File: src/rtl/stat_frame_pkg.sv
package stat_frame_pkg;
  typedef enum logic [1:0] {
    PH_FRAME = 2'd0,
    PH_SEL   = 2'd1,
    PH_SLOT  = 2'd2,
    PH_DIP   = 2'd3
  } phase_t;

  localparam logic [1:0] WORD_ONES = 2'b11;

  // status codes are restricted to 00/01/10; 11 is reserved for framing
  function automatic logic [1:0] clamp_code(input logic [1:0] c);
    return (c == 2'b11) ? 2'b10 : c;
  endfunction
endpackage

File: src/rtl/stat_seq.sv
module stat_seq
  import stat_frame_pkg::*;
#(
  parameter int CAL_LEN = 3,
  parameter int CAL_M   = 2,
  parameter int SLOT_W  = 2,
  parameter int REP_W   = 1
) (
  input  logic              clk,
  input  logic              rst,
  input  logic              restart,
  input  logic              adv,
  output phase_t            phase,
  output logic [SLOT_W-1:0] slot
);
  localparam logic [SLOT_W-1:0] SLOT_LAST = SLOT_W'(CAL_LEN - 1);
  localparam logic [REP_W-1:0]  REP_LAST  = REP_W'(CAL_M - 1);

  phase_t            phase_q;
  logic [SLOT_W-1:0] slot_q;
  logic [REP_W-1:0]  rep_q;

  always_ff @(posedge clk) begin
    if (rst || restart) begin
      phase_q <= PH_FRAME;
      slot_q  <= '0;
      rep_q   <= '0;
    end else if (adv) begin
      case (phase_q)
        PH_FRAME: phase_q <= PH_SEL;
        PH_SEL:   phase_q <= PH_SLOT;
        PH_SLOT: begin
          if (slot_q == SLOT_LAST) begin
            slot_q <= '0;
            if (rep_q == REP_LAST) begin
              rep_q   <= '0;
              phase_q <= PH_DIP;
            end else begin
              rep_q <= rep_q + 1'b1;
            end
          end else begin
            slot_q <= slot_q + 1'b1;
          end
        end
        default:  phase_q <= PH_FRAME;
      endcase
    end
  end

  assign phase = phase_q;
  assign slot  = slot_q;
endmodule

File: src/rtl/stat_cal_map.sv
module stat_cal_map #(
  parameter int ASYM    = 1,
  parameter int CAL_LEN = 3,
  parameter int SLOT_W  = 2,
  parameter int PORT_W  = 2
) (
  input  logic              clk,
  input  logic              we,
  input  logic [SLOT_W-1:0] waddr,
  input  logic [PORT_W-1:0] wport,
  input  logic [SLOT_W-1:0] slot,
  output logic [PORT_W-1:0] port
);
  generate
    if (ASYM != 0) begin : g_table
      logic [PORT_W-1:0] cal_mem [CAL_LEN];

      always_ff @(posedge clk) begin
        if (we && (int'(waddr) < CAL_LEN)) cal_mem[waddr] <= wport;
      end

      assign port = cal_mem[slot];
    end else begin : g_identity
      logic unused_wr;
      assign unused_wr = ^{clk, we, waddr, wport};
      assign port      = PORT_W'(slot);
    end
  endgenerate
endmodule

File: src/rtl/stat_frame_gen.sv
module stat_frame_gen
  import stat_frame_pkg::*;
#(
  parameter int NUM_PORTS = 4,
  parameter int CAL_LEN   = 3,
  parameter int CAL_M     = 2,
  parameter int ASYM      = 1,
  localparam int PORT_W   = (NUM_PORTS > 1) ? $clog2(NUM_PORTS) : 1,
  localparam int SLOT_W   = (CAL_LEN > 1) ? $clog2(CAL_LEN) : 1,
  localparam int REP_W    = (CAL_M > 1) ? $clog2(CAL_M) : 1
) (
  input  logic              clk,
  input  logic              rst,
  input  logic              fifo_space,
  input  logic              fifo_err,
  input  logic              ctl_disable,
  input  logic              sw_disable,
  input  logic              cal_sel,
  input  logic              cal_we,
  input  logic [SLOT_W-1:0] cal_addr,
  input  logic [PORT_W-1:0] cal_port,
  output logic              stat_req,
  output logic [PORT_W-1:0] stat_port,
  input  logic [1:0]        stat_code,
  output logic [1:0]        word_out,
  output logic              word_wr,
  output logic              disabled
);
  logic              err_q;
  logic              dis_c;
  logic              adv;
  phase_t            phase;
  logic [SLOT_W-1:0] slot;
  logic [1:0]        acc_q;
  logic [1:0]        word_c;
  logic [1:0]        word_q;
  logic              wr_q;
  logic              dis_q;

  assign dis_c = ctl_disable | sw_disable | err_q | fifo_err;
  assign adv   = fifo_space & ~dis_c;

  stat_seq #(
    .CAL_LEN (CAL_LEN),
    .CAL_M   (CAL_M),
    .SLOT_W  (SLOT_W),
    .REP_W   (REP_W)
  ) u_seq (
    .clk     (clk),
    .rst     (rst),
    .restart (dis_c),
    .adv     (adv),
    .phase   (phase),
    .slot    (slot)
  );

  stat_cal_map #(
    .ASYM    (ASYM),
    .CAL_LEN (CAL_LEN),
    .SLOT_W  (SLOT_W),
    .PORT_W  (PORT_W)
  ) u_map (
    .clk   (clk),
    .we    (cal_we & dis_c),
    .waddr (cal_addr),
    .wport (cal_port),
    .slot  (slot),
    .port  (stat_port)
  );

  always_comb begin
    case (phase)
      PH_FRAME: word_c = WORD_ONES;
      PH_SEL:   word_c = {1'b0, cal_sel};
      PH_SLOT:  word_c = clamp_code(stat_code);
      default:  word_c = ~acc_q;
    endcase
  end

  always_ff @(posedge clk) begin
    if (rst) begin
      err_q  <= 1'b0;
      acc_q  <= 2'b00;
      word_q <= WORD_ONES;
      wr_q   <= 1'b0;
      dis_q  <= 1'b0;
    end else begin
      err_q <= fifo_err | (err_q & ~sw_disable);
      if (adv) begin
        if (phase == PH_FRAME)                      acc_q <= WORD_ONES;
        else if (phase == PH_SEL || phase == PH_SLOT) acc_q <= acc_q ^ word_c;
      end
      word_q <= dis_c ? WORD_ONES : word_c;
      wr_q   <= fifo_space;
      dis_q  <= dis_c;
    end
  end

  assign stat_req = adv & (phase == PH_SLOT);
  assign word_out = word_q;
  assign word_wr  = wr_q;
  assign disabled = dis_q;
endmodule

File: config.mk
export PLATFORM = sky130hd
export DESIGN_NAME = stat_frame_gen
export DESIGN_NICKNAME = d
export VERILOG_FILES = /design/src/rtl/stat_frame_pkg.sv /design/src/rtl/stat_seq.sv /design/src/rtl/stat_cal_map.sv /design/src/rtl/stat_frame_gen.sv
export SDC_FILE = /design/constraint.sdc
export NUM_CORES = 1
export LEC_CHECK = 0
export BUFFER_PORTS_ARGS = -buffer_cell sky130_fd_sc_hd__buf_2
export CAP_MARGIN = 25
export CORE_UTILIZATION = 45
export CTS_BUF_LIST = sky130_fd_sc_hd__clkbuf_4 sky130_fd_sc_hd__clkbuf_8 sky130_fd_sc_hd__clkbuf_16
export CTS_CLUSTER_DIAMETER = 30
export DETAILED_ROUTE_END_ITERATION = 16
export PLACE_DENSITY = 0.66
export SLEW_MARGIN = 25
export SYNTH_ARGS = -nofsm -noshare
export SYNTH_HDL_FRONTEND = slang
export SYNTH_HIERARCHICAL = 1
export SYNTH_SLANG_ARGS = --single-unit
File: constraint.sdc
create_clock -name clk -period 2.3 [get_ports clk]
set_input_delay 0.23 -clock clk [delete_from_list [all_inputs] [get_ports clk]]
set_output_delay 0.23 -clock clk [all_outputs]
set_load 0.03 [all_outputs]
==> out/metrics.yaml, run 1 <==
status: "completed"
clk_pin_slew_ns: 0.10
synth_edf_count: 6
clkLatencyLatePin_ns: 0.29
stdcell_area_um2: 980
reg2reg_setup_slack_ns: 0.81
ys_top_cells_by_count: "dfxtp_1, nand2_1, nor2_1"
critPathTopFamily: "simple AND/OR/NAND/NOR gates"
h-tree-depth: 1
relSlewSlack_pct: 76.7
diodes: 0
powerDensity_nw_per_um2: 553
fin_crit_ns: 1.75
fp.dieH_um: 44.7
startpoint_type: "flip-flop"
p_int_uw: 417
crit_chain: "nor4_4, nand2_2, nor2_1, buf_2"
grt_max_degree: 11
cp_max_fo: 4
synthFlopType: "dfxtp_1"
synthDistinctLibCells: 30
syn_avg_cell_area_um2: 10.3
numCtsBuffers: 3
dp_cells: 125
port_buffers: 20
core-area_um2: 1730
tightest_slew_ns: 0.349
clockPowerShare_pct: 29.2
start_util_pct: 47.6
syn_inst: 80
comb_power_share_pct: 8.1
hold_path_class: "in -> reg"
met1_usage_pct: 20.8
grt_util_met3_pct: 2.40
hpwl_mm: 1.09
fmax_mhz: 572
utilization_pct: 56.7
period_share_pct: 76.0
finalHoldViolations: 0
nNetsFinal: 121
gr-usage-met2_pct: 26.5
worst_ir_drop_vdd_uv: 355
io-pin-count: 21
drv_slew: 0
hold_buffers: 0
gr-usage-all-layers_pct: 16.5
die_x_um: 44.7
ant_nets: 0
path_class: "reg -> out"
rsz0062_at_grt: "no"
post_drt_via_cell_ratio: 5.01
drv_cap: 0
critPathMaxStageDelay_ns: 0.35
synth_top_area_share_pct: 29.2
synth.most_common_cell: "dfxtp_1"
grt_pass1_vias: 592
grt-ovfl-total: 0
place_area_um2: 953
antenna_found_initial: 0
cts_tree: "yes"
postCtsSetupRepairBufs: 0
cp-end-kind: "output pin"
dieArea_um2: 2000
row_count: 15
async_reset_ff_share_pct: 0
p_leak_uw: 0.000364
root_buffer: "clkbuf_4"
ys_top_cells_by_area: "dfxtp_1, edfxtp_1, mux2i_1"
critPathRequiredTime_ns: 2.07
yosysSeqAreaShare_pct: 51.1
vias: 646
busiest_layer: "met2"
drive_gt1_share_pct: 29.8
holdWs_ns: 0.141
syn2layout_area_growth_pct: 19.2
synth_area_um2: 822
drc: 0
cts_resized: 0
globalplace.congestion: 0.787
setup_viol: 0
cp_slowest_cell: "dfxtp_1"
yosys.area.top_type: "dfxtp_1"
power_frac_seq_pct: 62.6
worst_clock_skew_ns: 0.00420
synth_nets: 96
clock-sinks: 18
drt_iter0_markers: 17
path_buf_inv: 1
switching_share_pct: 23.0
setup-tns-final_ns: 0
finalNonFillerCells: 129
arrival_ns: 1.52
wire_per_inst_um: 11.4
synth_seq_cells: 18
grt_pass1_wl_mm: 2.31
drtPass1Iterations: 4
yosys_warnings: 6
p_sw_uw: 124
wirelength_mm: 1.47
cts_max_path_buffers: 2
[per-layer routing]
metal  routed length [um]  part of all wire (%)
met5                    0                     0
met4                   31                   2.1
met3                   62                   4.2
met2                  683                    46
met1                  696                    47
[registers in the layout (all words and copies together), names as in the netlist]
signal and cells:
acc_q 2, disabled 1, err_q 1, u_map/g_table.cal_mem 6, u_seq/phase 2, u_seq/rep_q 1, u_seq/slot 2, word_out 2
word_wr 1
[worst register-to-register path, stage by stage (launching register included)]
cell,delay (ns)
dfxtp_1,0.35
nor4_4,0.35
inv_1,0.15
and2_1,0.20
and3b_1,0.20
[area by class of cell]
| type | instances | area (um2) |
|---|---|---|
| fillers | 164 | 747 |
| well taps | 25 | 31.3 |
| multi-input cells | 54 | 370 |
| repair buffers | 20 | 100 |
| clock inverters | 1 | 3.75 |
| flip-flops and latches | 18 | 420 |
| inverters | 8 | 31.3 |
| clock buffers | 3 | 22.5 |
[power by group through the flow]
stage	Clock [uW]	Sequential, uW	Combinational, uW
4_1_cts	163	339	44.3
5_1_grt	179	340	48.3
3_3_place_gp	0	346	43.6
3_5_place_dp	0	347	44.2
6_report	158	339	44.1
2_1_floorplan	0	350	17.4
[path summary, 6_finish.rpt]
path / from / end / cells after the start
setup / recovery: err_q$_SDFF_PP0_ / stat_req / 4
hold / removal: cal_port[0] / u_map/g_table.cal_mem[0][0]$_DFFE_PP_ / 1
setup reg to reg: err_q$_SDFF_PP0_ / u_map/g_table.cal_mem[2][1]$_DFFE_PP_ / 4
hold reg to reg: acc_q[0]$_SDFFE_PP0P_ / word_out[0]$_SDFF_PP1_ / 1
[cells in the final DEF, fill, tap and decap left out]
cell / Yosys / final
and3b_1: 2 / 2
a21boi_2: 1 / 1
o211ai_1: 1 / 1
nand4b_1: 1 / 1
edfxtp_1: 6 / 6
o221a_2: 2 / 2
mux2i_1: 4 / 4
nand2_2: 1 / 1
and2_1: 1 / 1
clkbuf_4: 0 / 3
o2111ai_1: 1 / 1
nor2_1: 8 / 8
inv_1: 7 / 7
a21oi_2: 1 / 1
nand2_1: 10 / 10
nor3b_1: 1 / 1
nor3_1: 2 / 2
ha_1: 2 / 2
dfxtp_1: 12 / 12
a21oi_1: 2 / 2
nand3b_1: 1 / 1
nor4_4: 1 / 1
xor2_1: 1 / 1
nand2b_1: 3 / 3
clkinv_2: 1 / 1
a311oi_2: 1 / 1
a22oi_1: 1 / 1
clkinv_1: 0 / 1
o21ai_1: 2 / 2
a21boi_0: 1 / 1
nor2b_1: 1 / 1
o21ai_0: 2 / 2
buf_2: 0 / 20
[kinds of logic after synthesis]
kind of cell	after synthesis	synth area share, %
compound gates	15	14.5
simple gates	32	21.6
buf+inv	8	3.81
fa+ha+maj	2	3.04
flops	18	51.1
xor+xnor	1	1.07
mux	4	4.87
[per-stage QoR]
stage	worst slack [ns]	total power, uW
floorplan	0.741	368
global placement	0.846	390
detailed placement	0.814	391
CTS	0.552	547
global route	0.459	567
finish	0.552	542
Note: power is estimated with default switching activity, not from simulation.
==> run 2, diff against run 1 <==
ABC_AREA = 1   (was not set)
PLACE_DENSITY = 0.68   (was 0.66)
clock period = 1.42 ns   (was 2.3 ns; I/O delays follow)
==> run 2 against run 1 <==
  * Cell count is 33% higher
  * Flip-flop and latch count is the same
  * Final area is 11% higher
==> out/metrics.yaml, run 2 <==
p_sw_uw: 216  # was 124 uW
gr-usage-all-layers_pct: 15.4  # was 16.5%
yosys.area_share.adder_pct: 2.74  # was 3.04%
synth_area_um2: 913  # was 822 um2
layout_common_cells: "inv_1, nand2_1, buf_2"  # was buf_2, dfxtp_1, nand2_1
synth_compound_area_share_pct: 7.26  # was 14.5%
wirelength_mm: 1.54  # was 1.47 mm
dp_cells: 167  # was 125
wire_per_inst_um: 8.99  # was 11.4 um
comb_power_share_pct: 9.8  # was 8.1%
numCtsBuffers: 3  # unchanged
globalplace.congestion: 0.731  # was 0.787
drv_cap: 0  # unchanged
path_class: "reg -> reg"  # was reg -> out
synth_seq_cells: 18  # unchanged
io-pin-count: 21  # unchanged
hpwl_mm: 1.22  # was 1.09 mm
async_reset_ff_share_pct: 0  # unchanged
startpoint_type: "flip-flop"  # unchanged
grt_pass1_wl_mm: 2.43  # was 2.31 mm
fmax_mhz: 748
synthDistinctLibCells: 21  # was 30
syn_avg_cell_area_um2: 7.49  # was 10.3 um2
grt-ovfl-total: 0  # unchanged
clockPowerShare_pct: 28.9  # was 29.2%
tightest_slew_ns: 0.224  # was 0.349 ns
p_int_uw: 682  # was 417 uW
post_drt_via_cell_ratio: 4.43  # was 5.01
drt_iter0_markers: 11  # was 17
critPathMaxStageDelay_ns: 0.38  # was 0.35 ns
hold_path_class: "in -> reg"  # unchanged
nNetsFinal: 163  # was 121
hold_buffers: 0  # unchanged
drv_slew: 0  # unchanged
synth.most_common_cell: "inv_1"  # was dfxtp_1
ys_top_cells_by_area: "dfxtp_1, edfxtp_1, inv_1"  # was dfxtp_1, edfxtp_1, mux2i_1
yosysSeqAreaShare_pct: 46.0  # was 51.1%
place_area_um2: 1040  # was 953 um2
crit_chain: "nor2_4, nand2_1, inv_1, nor2_1, inv_1, nor3_2"  # was nor4_4, nand2_2, nor2_1, buf_2
synthFlopType: "dfxtp_1"  # unchanged
grt_pass1_vias: 643  # was 592
ys_top_cells_by_count: "inv_1, nand2_1, nor2_1"  # was dfxtp_1, nand2_1, nor2_1
stdcell_area_um2: 1090  # was 980 um2
dieArea_um2: 2210  # was 2000 um2
cpMostUsedCell: "inv_1"
routed.top_layer: "met4"  # unchanged
clk_pin_slew_ns: 0.10  # about the same
drive_gt1_share_pct: 26.0  # was 29.8%
ant_nets: 0  # unchanged
synthMuxAreaShare_pct: 0  # was 4.87%
fill_cells: 192  # was 164
wl_met1_um: 733  # was 696 um
cp_slowest_cell: "dfxtp_1"  # unchanged
yosys_warnings: 6  # unchanged
antenna_found_initial: 0  # unchanged
finalHoldViolations: 0  # unchanged
syn_inst: 122  # was 80
drc: 0  # unchanged
root_buffer: "clkbuf_4"  # unchanged
diodes: 0  # unchanged
die_x_um: 47.1  # was 44.7 um
synth_nets: 138  # was 96
largest_register_ffs: 6  # unchanged
cp-end-kind: "flip-flop"  # was output pin
synth_xor_xnor_area_share_pct: 0  # was 1.07%
syn2layout_area_growth_pct: 19.6  # was 19.2%
regMostFlops: "u_map/g_table.cal_mem"  # unchanged
core-area_um2: 1820  # was 1730 um2
clkLatencyLatePin_ns: 0.29  # about the same
period_share_pct: 94.1
setup_viol: 0  # unchanged
status: "completed"  # unchanged
port_buffers: 20  # unchanged
critPathTopFamily: "simple AND/OR/NAND/NOR gates"  # unchanged
wl_met2_um: 753  # was 683 um
yosys.area.top_type: "dfxtp_1"  # unchanged
grt_max_degree: 11  # unchanged
switching_share_pct: 24.0  # was 23.0%
critPathRequiredTime_ns: 1.41  # was 2.07 ns
path_buf_inv: 2  # was 1
synth-simple-area-share_pct: 30.8  # was 21.6%
worst_ir_drop_vdd_uv: 528  # was 355 uV
route.met3.wl_um: 37  # was 62 um
drtPass1Iterations: 4  # unchanged
relSlewSlack_pct: 85.0  # was 76.7%
row_count: 15  # unchanged
fin_crit_ns: 1.34
worst_clock_skew_ns: 0.000609  # was 0.00420 ns
synth_top_area_share_pct: 26.3  # was 29.2%
powerDensity_nw_per_um2: 822  # was 553 nW/um2
fp.dieH_um: 47.1  # was 44.7 um
synth_top_family_by_area: "simple AND/OR/NAND/NOR gates"  # unchanged
h-tree-depth: 1  # unchanged
cp_max_fo: 3  # was 4
arrival_ns: 1.33  # was 1.52 ns
clock-sinks: 18  # unchanged
power_frac_seq_pct: 61.3  # was 62.6%
finalNonFillerCells: 171  # was 129
final_common_cell: "inv_1"  # was buf_2
cts_tree: "yes"  # unchanged
synth_edf_count: 6  # unchanged
start_util_pct: 50.2  # was 47.6%
cts_max_path_buffers: 2  # unchanged
vias: 758  # was 646
utilization_pct: 60.0  # was 56.7%
p_leak_uw: 0.000517  # was 0.000364 uW
==> run 2: cell count changes after synthesis, moves of 3 or more <==
cell,change
nand2_1,+13
nand3_1,+7
nand2b_1,-3
nor2_1,+6
inv_1,+23
mux2i_1,-4
nor2_4,+3
==> run 2: power by group through the flow <==
stage / combinational [uW] / clock, uW / sequential, uW
finish: 87.6 / 259 / 550
CTS: 86.1 / 269 / 551
floorplan: 42.5 / 0 / 569
detailed placement: 85.9 / 0 / 563
global placement: 84.0 / 0 / 562
global route: 97.8 / 284 / 552
==> run 2: area by class of cell <==
cell class	count	area, um2	share of cell area, %
Inverter	32	120	11.0
Sequential cell	18	424	38.8
Tap cell	25	31.3	2.86
Timing Repair Buffer	20	103	9.39
Clock buffer	3	22.5	2.06
Multi-Input combinational cell	72	388	35.5
Clock inverter	1	3.75	0.344
==> run 2: worst paths after layout <==
kind / start / endpoint / slack [ns] / depth (start not counted)
worst min register to register: u_seq/rep_q$_SDFFE_PP0P_ / u_seq/rep_q$_SDFFE_PP0P_ / 0.52 / 2
worst max register to register: err_q$_SDFF_PP0_ / u_map/g_table.cal_mem[1][0]$_DFFE_PP_ / 0.08 / 6
worst max-delay path: err_q$_SDFF_PP0_ / u_map/g_table.cal_mem[1][0]$_DFFE_PP_ / 0.08 / 6
worst min-delay path: cal_port[1] / u_map/g_table.cal_mem[1][1]$_DFFE_PP_ / 0.05 / 1
==> run 2: timing repair <==
action | 4_1_cts | 5_1_grt
buffers inserted | 0 | 0
endpoints found under the setup margin | 0 | 8
resized for setup | 0 | 7
==> run 2: stage by stage <==
step                      setup TNS (ns)  total power, uW  worst slack, ns  hold WS (ns)
final                                  0              897           0.0839        0.0522
after global routing             -0.0149              934         -0.00766        0.0491
after CTS                              0              905           0.0119        0.0508
after detailed placement               0              649           0.0246         0.358
after global placement                 0              646            0.100         0.353
after floorplan                        0              611           0.0708         0.213
==> run 2: logic make-up after synthesis <==
kind of cell	Yosys count
AOI/OAI and AO/OA	13
and+or+nand+nor	57
adders and majority gates	2
buffers and inverters	32
DFF	18
==> run 2: routing by layer <==
metal / vias to the layer above / track usage (%)
li1: 423 / -
met1: 320 / 18.2
met2: 11 / 27.5
met3: 4 / 3.46
met4: 0 / 5.14
met5: - / 0
